### src/rtl/mac_slice_pkg.sv
// Package: shared types and helpers for the multiply-accumulate slice.
// Assumes two's-complement operands throughout.
package mac_slice_pkg;

    // Second post-adder operand selection, mode[3:2]
    typedef enum logic [1:0] {
        ZSEL_ZERO = 2'd0,
        ZSEL_C    = 2'd1,
        ZSEL_ACC  = 2'd2,
        ZSEL_CASC = 2'd3
    } zsel_e;

    localparam int MODE_W = 4;

    // Bit positions inside the mode word
    localparam int MODE_SUB_BIT = 0;
    localparam int MODE_PRE_BIT = 1;
    localparam int MODE_SEL_LO  = 2;

endpackage

### src/rtl/mac_in_stage.sv
// Module: input register stage of the slice.
// Captures operands, mode and carry-in. Reset and clear take priority
// over the clock enable. With USE_REG=0 the stage is a plain wire.
module mac_in_stage
    import mac_slice_pkg::*;
#(
    parameter int A_W     = 18,
    parameter int B_W     = 18,
    parameter int ACC_W   = 48,
    parameter bit USE_REG = 1'b1
) (
    input  logic                     clk,
    input  logic                     rst_n,
    input  logic                     srst_n,
    input  logic                     ce,
    input  logic signed [A_W-1:0]    a_i,
    input  logic signed [B_W-1:0]    b_i,
    input  logic signed [B_W-1:0]    d_i,
    input  logic [ACC_W-1:0]         c_i,
    input  logic [MODE_W-1:0]        mode_i,
    input  logic                     cin_i,
    output logic signed [A_W-1:0]    a_o,
    output logic signed [B_W-1:0]    b_o,
    output logic signed [B_W-1:0]    d_o,
    output logic [ACC_W-1:0]         c_o,
    output logic [MODE_W-1:0]        mode_o,
    output logic                     cin_o
);

    generate
        if (USE_REG) begin : g_reg
            // Register operands when enabled, clear on either reset
            always_ff @(posedge clk) begin
                if (!rst_n || !srst_n) begin
                    a_o    <= '0;
                    b_o    <= '0;
                    d_o    <= '0;
                    c_o    <= '0;
                    mode_o <= '0;
                    cin_o  <= 1'b0;
                end else if (ce) begin
                    a_o    <= a_i;
                    b_o    <= b_i;
                    d_o    <= d_i;
                    c_o    <= c_i;
                    mode_o <= mode_i;
                    cin_o  <= cin_i;
                end
            end
        end else begin : g_wire
            // Pass operands straight through
            always_comb begin
                a_o    = a_i;
                b_o    = b_i;
                d_o    = d_i;
                c_o    = c_i;
                mode_o = mode_i;
                cin_o  = cin_i;
            end
        end
    endgenerate

endmodule

### src/rtl/mac_mul_stage.sv
// Module: pre-adder, signed multiplier and multiplier register.
// Pre-adder result wraps to B_W bits. The addend, operand select and
// carry-in are delayed alongside the product so that they stay aligned.
module mac_mul_stage
    import mac_slice_pkg::*;
#(
    parameter int A_W     = 18,
    parameter int B_W     = 18,
    parameter int ACC_W   = 48,
    parameter bit USE_REG = 1'b1,
    localparam int PROD_W = A_W + B_W
) (
    input  logic                      clk,
    input  logic                      rst_n,
    input  logic                      srst_n,
    input  logic                      ce,
    input  logic signed [A_W-1:0]     a_i,
    input  logic signed [B_W-1:0]     b_i,
    input  logic signed [B_W-1:0]     d_i,
    input  logic [ACC_W-1:0]          c_i,
    input  logic [MODE_W-1:0]         mode_i,
    input  logic                      cin_i,
    output logic signed [PROD_W-1:0]  prod_o,
    output logic [ACC_W-1:0]          c_o,
    output zsel_e                     zsel_o,
    output logic                      cin_o
);

    logic signed [B_W-1:0]    pre_c;
    logic signed [PROD_W-1:0] prod_c;
    zsel_e                    zsel_c;

    // Pre-adder: D+B or D-B when enabled, otherwise B alone
    always_comb begin
        if (mode_i[MODE_PRE_BIT]) begin
            if (mode_i[MODE_SUB_BIT]) pre_c = d_i - b_i;
            else                      pre_c = d_i + b_i;
        end else begin
            pre_c = b_i;
        end
    end

    // Signed multiply and operand-select decode
    always_comb begin
        prod_c = a_i * pre_c;
        zsel_c = zsel_e'(mode_i[MODE_SEL_LO +: 2]);
    end

    generate
        if (USE_REG) begin : g_reg
            // Multiplier pipeline register with enable and clear
            always_ff @(posedge clk) begin
                if (!rst_n || !srst_n) begin
                    prod_o <= '0;
                    c_o    <= '0;
                    zsel_o <= ZSEL_ZERO;
                    cin_o  <= 1'b0;
                end else if (ce) begin
                    prod_o <= prod_c;
                    c_o    <= c_i;
                    zsel_o <= zsel_c;
                    cin_o  <= cin_i;
                end
            end
        end else begin : g_wire
            // Combinational multiplier path
            always_comb begin
                prod_o = prod_c;
                c_o    = c_i;
                zsel_o = zsel_c;
                cin_o  = cin_i;
            end
        end
    endgenerate

endmodule

### src/rtl/mac_post_stage.sv
// Module: 48-bit post-adder and output register.
// The product is sign-extended to ACC_W bits and the sum wraps modulo
// 2^ACC_W. The carry-out is the carry from the top bit of that sum.
// The output register is always present because accumulation reads it.
module mac_post_stage
    import mac_slice_pkg::*;
#(
    parameter int PROD_W = 36,
    parameter int ACC_W  = 48,
    localparam int EXT_W = ACC_W - PROD_W
) (
    input  logic                      clk,
    input  logic                      rst_n,
    input  logic                      srst_n,
    input  logic                      ce,
    input  logic signed [PROD_W-1:0]  prod_i,
    input  logic [ACC_W-1:0]          c_i,
    input  zsel_e                     zsel_i,
    input  logic                      cin_i,
    input  logic [ACC_W-1:0]          casc_i,
    output logic [ACC_W-1:0]          p_o,
    output logic                      cout_o
);

    logic [ACC_W-1:0] prod_ext;
    logic [ACC_W-1:0] opnd;
    logic [ACC_W:0]   sum;

    // Choose the second adder operand
    always_comb begin
        unique case (zsel_i)
            ZSEL_ZERO: opnd = '0;
            ZSEL_C:    opnd = c_i;
            ZSEL_ACC:  opnd = p_o;
            ZSEL_CASC: opnd = casc_i;
            default:   opnd = '0;
        endcase
    end

    // Sign-extend product and form the wide sum with carry
    always_comb begin
        prod_ext = {{EXT_W{prod_i[PROD_W-1]}}, prod_i};
        sum      = {1'b0, prod_ext} + {1'b0, opnd} + {{ACC_W{1'b0}}, cin_i};
    end

    // Output register with enable and clear
    always_ff @(posedge clk) begin
        if (!rst_n || !srst_n) begin
            p_o    <= '0;
            cout_o <= 1'b0;
        end else if (ce) begin
            p_o    <= sum[ACC_W-1:0];
            cout_o <= sum[ACC_W];
        end
    end

endmodule

### src/rtl/mac_slice.sv
// Module: top of the multiply-accumulate slice.
// Chains the input stage, the pre-adder/multiplier stage and the
// post-adder stage. Per-stage enables and clears are independent.
// With both optional stages registered, latency is three edges.
module mac_slice
    import mac_slice_pkg::*;
#(
    parameter int A_W         = 18,
    parameter int B_W         = 18,
    parameter int ACC_W       = 48,
    parameter bit USE_IN_REG  = 1'b1,
    parameter bit USE_MUL_REG = 1'b1,
    localparam int PROD_W     = A_W + B_W
) (
    input  logic                    clk,
    input  logic                    rst_n,
    input  logic                    ce_in,
    input  logic                    ce_mul,
    input  logic                    ce_out,
    input  logic                    srst_in_n,
    input  logic                    srst_mul_n,
    input  logic                    srst_out_n,
    input  logic [3:0]              mode,
    input  logic signed [A_W-1:0]   a,
    input  logic signed [B_W-1:0]   b,
    input  logic signed [B_W-1:0]   d,
    input  logic [ACC_W-1:0]        c,
    input  logic                    carry_in,
    input  logic [ACC_W-1:0]        cascade_in,
    output logic [ACC_W-1:0]        result,
    output logic [ACC_W-1:0]        cascade_out,
    output logic                    carry_out
);

    logic signed [A_W-1:0]    in_a;
    logic signed [B_W-1:0]    in_b;
    logic signed [B_W-1:0]    in_d;
    logic [ACC_W-1:0]         in_c;
    logic [MODE_W-1:0]        in_mode;
    logic                     in_cin;

    logic signed [PROD_W-1:0] mul_prod;
    logic [ACC_W-1:0]         mul_c;
    zsel_e                    mul_zsel;
    logic                     mul_cin;

    logic [ACC_W-1:0]         p_q;

    mac_in_stage #(
        .A_W(A_W), .B_W(B_W), .ACC_W(ACC_W), .USE_REG(USE_IN_REG)
    ) u_in (
        .clk(clk), .rst_n(rst_n), .srst_n(srst_in_n), .ce(ce_in),
        .a_i(a), .b_i(b), .d_i(d), .c_i(c), .mode_i(mode), .cin_i(carry_in),
        .a_o(in_a), .b_o(in_b), .d_o(in_d), .c_o(in_c),
        .mode_o(in_mode), .cin_o(in_cin)
    );

    mac_mul_stage #(
        .A_W(A_W), .B_W(B_W), .ACC_W(ACC_W), .USE_REG(USE_MUL_REG)
    ) u_mul (
        .clk(clk), .rst_n(rst_n), .srst_n(srst_mul_n), .ce(ce_mul),
        .a_i(in_a), .b_i(in_b), .d_i(in_d), .c_i(in_c),
        .mode_i(in_mode), .cin_i(in_cin),
        .prod_o(mul_prod), .c_o(mul_c), .zsel_o(mul_zsel), .cin_o(mul_cin)
    );

    mac_post_stage #(
        .PROD_W(PROD_W), .ACC_W(ACC_W)
    ) u_post (
        .clk(clk), .rst_n(rst_n), .srst_n(srst_out_n), .ce(ce_out),
        .prod_i(mul_prod), .c_i(mul_c), .zsel_i(mul_zsel), .cin_i(mul_cin),
        .casc_i(cascade_in), .p_o(p_q), .cout_o(carry_out)
    );

    // Drive the result and the chain output from the output register
    always_comb begin
        result      = p_q;
        cascade_out = p_q;
    end

endmodule

### config.mk
export PLATFORM = sky130hd
export DESIGN_NAME = mac_slice
export DESIGN_NICKNAME = d
export VERILOG_FILES = /design/src/rtl/mac_slice_pkg.sv /design/src/rtl/mac_in_stage.sv /design/src/rtl/mac_mul_stage.sv /design/src/rtl/mac_post_stage.sv /design/src/rtl/mac_slice.sv
export SDC_FILE = /design/constraint.sdc
export NUM_CORES = 2
export LEC_CHECK = 0
export BUFFER_PORTS_ARGS = -buffer_cell sky130_fd_sc_hd__buf_2
export CORE_MARGIN = 4
export CORE_UTILIZATION = 45
export DETAILED_ROUTE_END_ITERATION = 7
export GPL_ROUTABILITY_DRIVEN = 1
export PLACE_DENSITY_LB_ADDON = 0.1
export SYNTH_ARGS = -nofsm -noshare
export SYNTH_HDL_FRONTEND = slang
export SYNTH_SLANG_ARGS = --single-unit
### constraint.sdc
create_clock -name clk -period 10.7 [get_ports clk]
set_clock_uncertainty 0.1 [all_clocks]
set_input_delay 1.605 -clock clk [delete_from_list [all_inputs] [get_ports clk]]
set_output_delay 1.605 -clock clk [all_outputs]
set_load 0.005 [all_outputs]
==> out/summary.md <==
The number of gates resized after CTS was 0. The netlist uses 71 different library cells. The I/O pin total came out at 260. Element type at the critical path start: a flop. Most area-hungry cell type in the Yosys netlist: sky130_fd_sc_hd__fa_1. From bottom edge to top edge, the die measures 248 um. The final RePlAce weighted congestion is 0.878, and the average vias per placed instance is 5.17. The final antenna-violating net count was 0. The fraction of synthesis flops using an asynchronous set or reset pin is 0, and the maximum count of clock buffers along a single path is 3. After synthesis the cells add up to 26000 um2.

At the pin with the least slew margin, the transition time is 1.20 ns. The share of synthesized cell area in and, or, nand and nor gates came out at 0.150. The tools report the total CTS buffers as 28. The aggregate global routing overflow came out at 0. Top achievable clock speed: 0.108 GHz.

Adder and majority gate portion of the synthesized area: 0.332. The clock root buffer is sky130_fd_sc_hd__clkbuf_16. The tightest min-delay check is of the flop to flop type. Clock tree synthesis found a total of 243 sinks. The number of antenna diodes in the final layout is 0.

Each instance of the synthesized netlist takes up on average 8.79 um2. For the signal arrival time at the worst endpoint, the log shows 9.61 ns. The number of setup buffers added after CTS was 0; the compound-gate portion of the synthesized area was 0.0854. Top-area cell type share of the netlist area: 0.256. The post-synthesis share of cell area spent on xor and xnor gates is 0.0374. The tools report the number of global-route vias before repair as 20700.

After filler insertion, the fill cell instance count of the layout stands at 5455. Setup repair after global routing left no endpoint under its margin. For the initial cell density of the core, the log shows 0.458.

The clock-pin transition on the worst setup and hold timing paths came out at 0.06 ns. The flow ran to the end, and the final reports show no timing, DRC or antenna violations. The area of combinational cells with multiple inputs came out at 18700 um2.

During synthesis, Yosys emitted a total of 0 warnings. Summed over all cells, the static leakage comes to 14.1 nW. The run gives 0 as the final setup violation count. After detailed routing, the average wire length per cell comes to 16.9 um.

For the total of max-cap violations, the log shows 0. Wires add up to 64.6 mm. TritonCTS built the clock tree.

The run gives 0 as the number of antenna violations at the first check in global routing. From synthesis to final layout, the design area changed by 9.34%. The total power density per cell area works out to 88.4 nW/um2. Synthesis inferred 243 register bits. The count of flip-flops with a built-in enable after synthesis was 0.

In the post-synthesis netlist, the biggest area contributors are sky130_fd_sc_hd__fa_1 26%, sky130_fd_sc_hd__dfxtp_1 19%, sky130_fd_sc_hd__mux2i_1 8.6%. The die covers 61600 um2. Number of H-tree levels: 1.

The final-report max-slew violation count was 0. The remaining max-slew budget at the tightest pin came out at 0.201. The floorplan has 87 rows.

The clock latency at the later pin of the worst-skew pair is 0.58 ns, and the setup slack of the most critical reg-to-reg path is 1.47 ns. Counting every net in the synthesized netlist gives 3606. For this design, the CTS-stage hold fixing added 0 buffers. Count of port buffers added during placement: 259.

The width of the die was 248 um; the post-route DRC violation count was 0. The final route contains 19800 vias. Fraction of layout instances using a drive strength above 1: 0.136. For the area of the core region, the log shows 56700 um2. The minimum period implied by the final worst setup slack was 9.23 ns. The largest fanout on the critical path came out at 19.

The cell seen most often among critical-path stages is sky130_fd_sc_hd__fa_1. The logs give 0 ns for the final sum of negative setup slack and 106 mm for the wire length of the first global-routing pass. The multiplexer area fraction after synthesis was 0.113.

The logs give 0.187 for the sequential cell area fraction in the yosys report and 4870 um2 for the sequential cell area. The first-pass detailed-route iteration total is 5, and the post-synthesis cell count is 2953. Data on the critical path is required at its endpoint by 11.08 ns. Entering global routing, the biggest net connects 97 pins. The worst-case IR drop observed on VDD is 0.000121 V. STA classifies the critical path endpoint as a flop. Main combinational cell family by area after synthesis: adder cells.

The largest individual stage delay along the critical path comes from the cell sky130_fd_sc_hd__dfxtp_1. The tools report the final total power as 2.51 mW. Among all flip-flop cells after synthesis, the most frequent one is sky130_fd_sc_hd__dfxtp_1. Summed over all nets, the half-perimeter wirelength after detailed placement is 50.1 mm. Largest incremental delay on the critical path: 0.72 ns. The logs give 1104 for the DRC marker count from the first detailed-route iteration and 0 for the number of hold violations in the final report.

Final period utilization: 0.863. The tools report the final layout net count as 3705. Kind of critical path: flop to flop.

Total global routing track utilization: 0.212.
[cells by family after synthesis]
group | after synthesis
and+or+nand+nor | 883
adders and majority gates | 490
AOI/OAI and AO/OA | 339
buffers and inverters | 602
xor gates and xnor gates | 110
muxes | 286
DFF | 243
[critical path, delay by kind of cell (launching register included)]
| kind | cells | cell delay, ns |
|---|---|---|
| fa+ha+maj | 8 | 3.38 |
| compound gates | 15 | 3.10 |
| flops | 1 | 0.72 |
| simple gates | 3 | 0.58 |
| mux | 1 | 0.43 |
| xor+xnor | 2 | 0.41 |
| buf+inv | 5 | 0.41 |
[synth_stat cells (9+ instances only)]
master and count:
sky130_fd_sc_hd__clkbuf_1 120, sky130_fd_sc_hd__o21ai_0 74, sky130_fd_sc_hd__xor2_1 24, sky130_fd_sc_hd__o21ai_1 15, sky130_fd_sc_hd__dfxtp_1 243, sky130_fd_sc_hd__fa_1 332, sky130_fd_sc_hd__buf_4 48, sky130_fd_sc_hd__nor3_1 11
sky130_fd_sc_hd__xnor2_1 85, sky130_fd_sc_hd__a21o_1 46, sky130_fd_sc_hd__o21bai_1 16, sky130_fd_sc_hd__nor2_1 307, sky130_fd_sc_hd__mux2i_1 224, sky130_fd_sc_hd__nand3_1 24, sky130_fd_sc_hd__mux2_2 62, sky130_fd_sc_hd__inv_1 397
sky130_fd_sc_hd__a211oi_1 17, sky130_fd_sc_hd__nand4_1 18, sky130_fd_sc_hd__nand3b_1 11, sky130_fd_sc_hd__ha_1 158, sky130_fd_sc_hd__a31oi_1 15, sky130_fd_sc_hd__and3_1 9, sky130_fd_sc_hd__and2_1 119, sky130_fd_sc_hd__nand2_1 345
sky130_fd_sc_hd__nor2b_1 12, sky130_fd_sc_hd__o21a_1 10, sky130_fd_sc_hd__a21oi_1 87, sky130_fd_sc_hd__buf_1 29
[report_power, final]
part	internal (mW)	total [mW]	switching, mW
registers	0.926	0.957	0.0308
logic	0.218	0.507	0.289
clock network	0.649	1.05	0.397
total	1.79	2.51	0.717
[layer usage]
metal / wire, um / GRT usage / share of wire
met5: 0 / 0 / 0
met4: 1500 / 0.0523 / 0.023
met3: 2320 / 0.0203 / 0.036
met2: 33600 / 0.392 / 0.52
met1: 27200 / 0.269 / 0.42
[metrics by stage]
stage,util,hold WS [ns],setup slack (ns),area [um2],instances
floorplan,-,0.355,2.43,26000,2953
detailed placement,0.483,0.380,1.50,27400,3778
CTS,0.500,0.395,1.46,28400,3825
global placement,0.483,0.372,1.73,27400,3778
finish,0.500,0.388,1.47,28400,3825
global route,0.500,0.412,0.854,28400,3825
[layout make-up]
| class | count | share of cell area |
|---|---|---|
| multi-input combinational | 2108 | 0.657 |
| inverter | 397 | 0.0525 |
| sequential | 243 | 0.172 |
| tap | 756 | 0.0333 |
| clock inverter | 12 | 0.00838 |
| timing repair buffer | 274 | 0.0499 |
| clock buffer | 35 | 0.0270 |
[registers in the layout, indices dropped and copies added, names as in the netlist]
| register | count |
|---|---|
| u_in.a_o | 18 |
| u_in.c_o | 48 |
| u_in.b_o | 18 |
| u_mul.prod_o | 36 |
| u_in.d_o | 18 |
| u_mul.zsel_o | 2 |
| u_post.cout_o | 1 |
| u_mul.cin_o | 1 |
| u_post.p_o | 48 |
| u_in.mode_o | 4 |
| u_in.cin_o | 1 |
| u_mul.c_o | 48 |
[layout by cell type, fill, tap and decap left out, types with 5 or more instances in the layout]
| master | synthesis | layout |
|---|---|---|
| sky130_fd_sc_hd__nand3_1 | 24 | 24 |
| sky130_fd_sc_hd__bufinv_16 | 0 | 6 |
| sky130_fd_sc_hd__nand3b_1 | 11 | 11 |
| sky130_fd_sc_hd__a21oi_1 | 87 | 86 |
| sky130_fd_sc_hd__o211ai_1 | 7 | 7 |
| sky130_fd_sc_hd__and2_1 | 119 | 119 |
| sky130_fd_sc_hd__inv_1 | 397 | 397 |
| sky130_fd_sc_hd__nand2b_1 | 5 | 5 |
| sky130_fd_sc_hd__o31ai_1 | 5 | 5 |
| sky130_fd_sc_hd__nor3_1 | 11 | 11 |
| sky130_fd_sc_hd__xor2_1 | 24 | 24 |
| sky130_fd_sc_hd__xnor2_1 | 85 | 85 |
| sky130_fd_sc_hd__buf_2 | 7 | 257 |
| sky130_fd_sc_hd__a21o_1 | 46 | 46 |
| sky130_fd_sc_hd__nor2b_1 | 12 | 12 |
| sky130_fd_sc_hd__a211oi_1 | 17 | 17 |
| sky130_fd_sc_hd__clkbuf_16 | 0 | 28 |
| sky130_fd_sc_hd__a31oi_1 | 15 | 15 |
| sky130_fd_sc_hd__o21ai_1 | 15 | 14 |
| sky130_fd_sc_hd__nand4_1 | 18 | 18 |
| sky130_fd_sc_hd__o21ai_2 | 4 | 5 |
| sky130_fd_sc_hd__mux2i_1 | 224 | 224 |
| sky130_fd_sc_hd__dfxtp_1 | 243 | 241 |
| sky130_fd_sc_hd__nor2_1 | 307 | 307 |
| sky130_fd_sc_hd__o31a_1 | 6 | 6 |
| sky130_fd_sc_hd__fa_1 | 332 | 332 |
| sky130_fd_sc_hd__o21bai_1 | 16 | 16 |
| sky130_fd_sc_hd__nand2_1 | 345 | 343 |
| sky130_fd_sc_hd__or2_2 | 6 | 6 |
| sky130_fd_sc_hd__mux2_2 | 62 | 62 |
| sky130_fd_sc_hd__o21a_1 | 10 | 10 |
| sky130_fd_sc_hd__buf_4 | 48 | 16 |
| sky130_fd_sc_hd__o21ai_0 | 74 | 74 |
| sky130_fd_sc_hd__and3_1 | 9 | 9 |
| sky130_fd_sc_hd__ha_1 | 158 | 158 |
[worst paths after layout]
kind / startpoint / cells past startpoint / to
worst max register to register: u_in.mode_o[0]$_SDFFE_PP0P_ / 34 / u_mul.prod_o[35]$_SDFFE_PP0P_
worst max-delay path: u_in.mode_o[0]$_SDFFE_PP0P_ / 34 / u_mul.prod_o[35]$_SDFFE_PP0P_
worst min-delay path: u_post.p_o[45]$_SDFFE_PP0P_ / 2 / u_post.p_o[45]$_SDFFE_PP0P_
worst min register to register: u_post.p_o[45]$_SDFFE_PP0P_ / 2 / u_post.p_o[45]$_SDFFE_PP0P_
(Power assumes the default switching activity.)
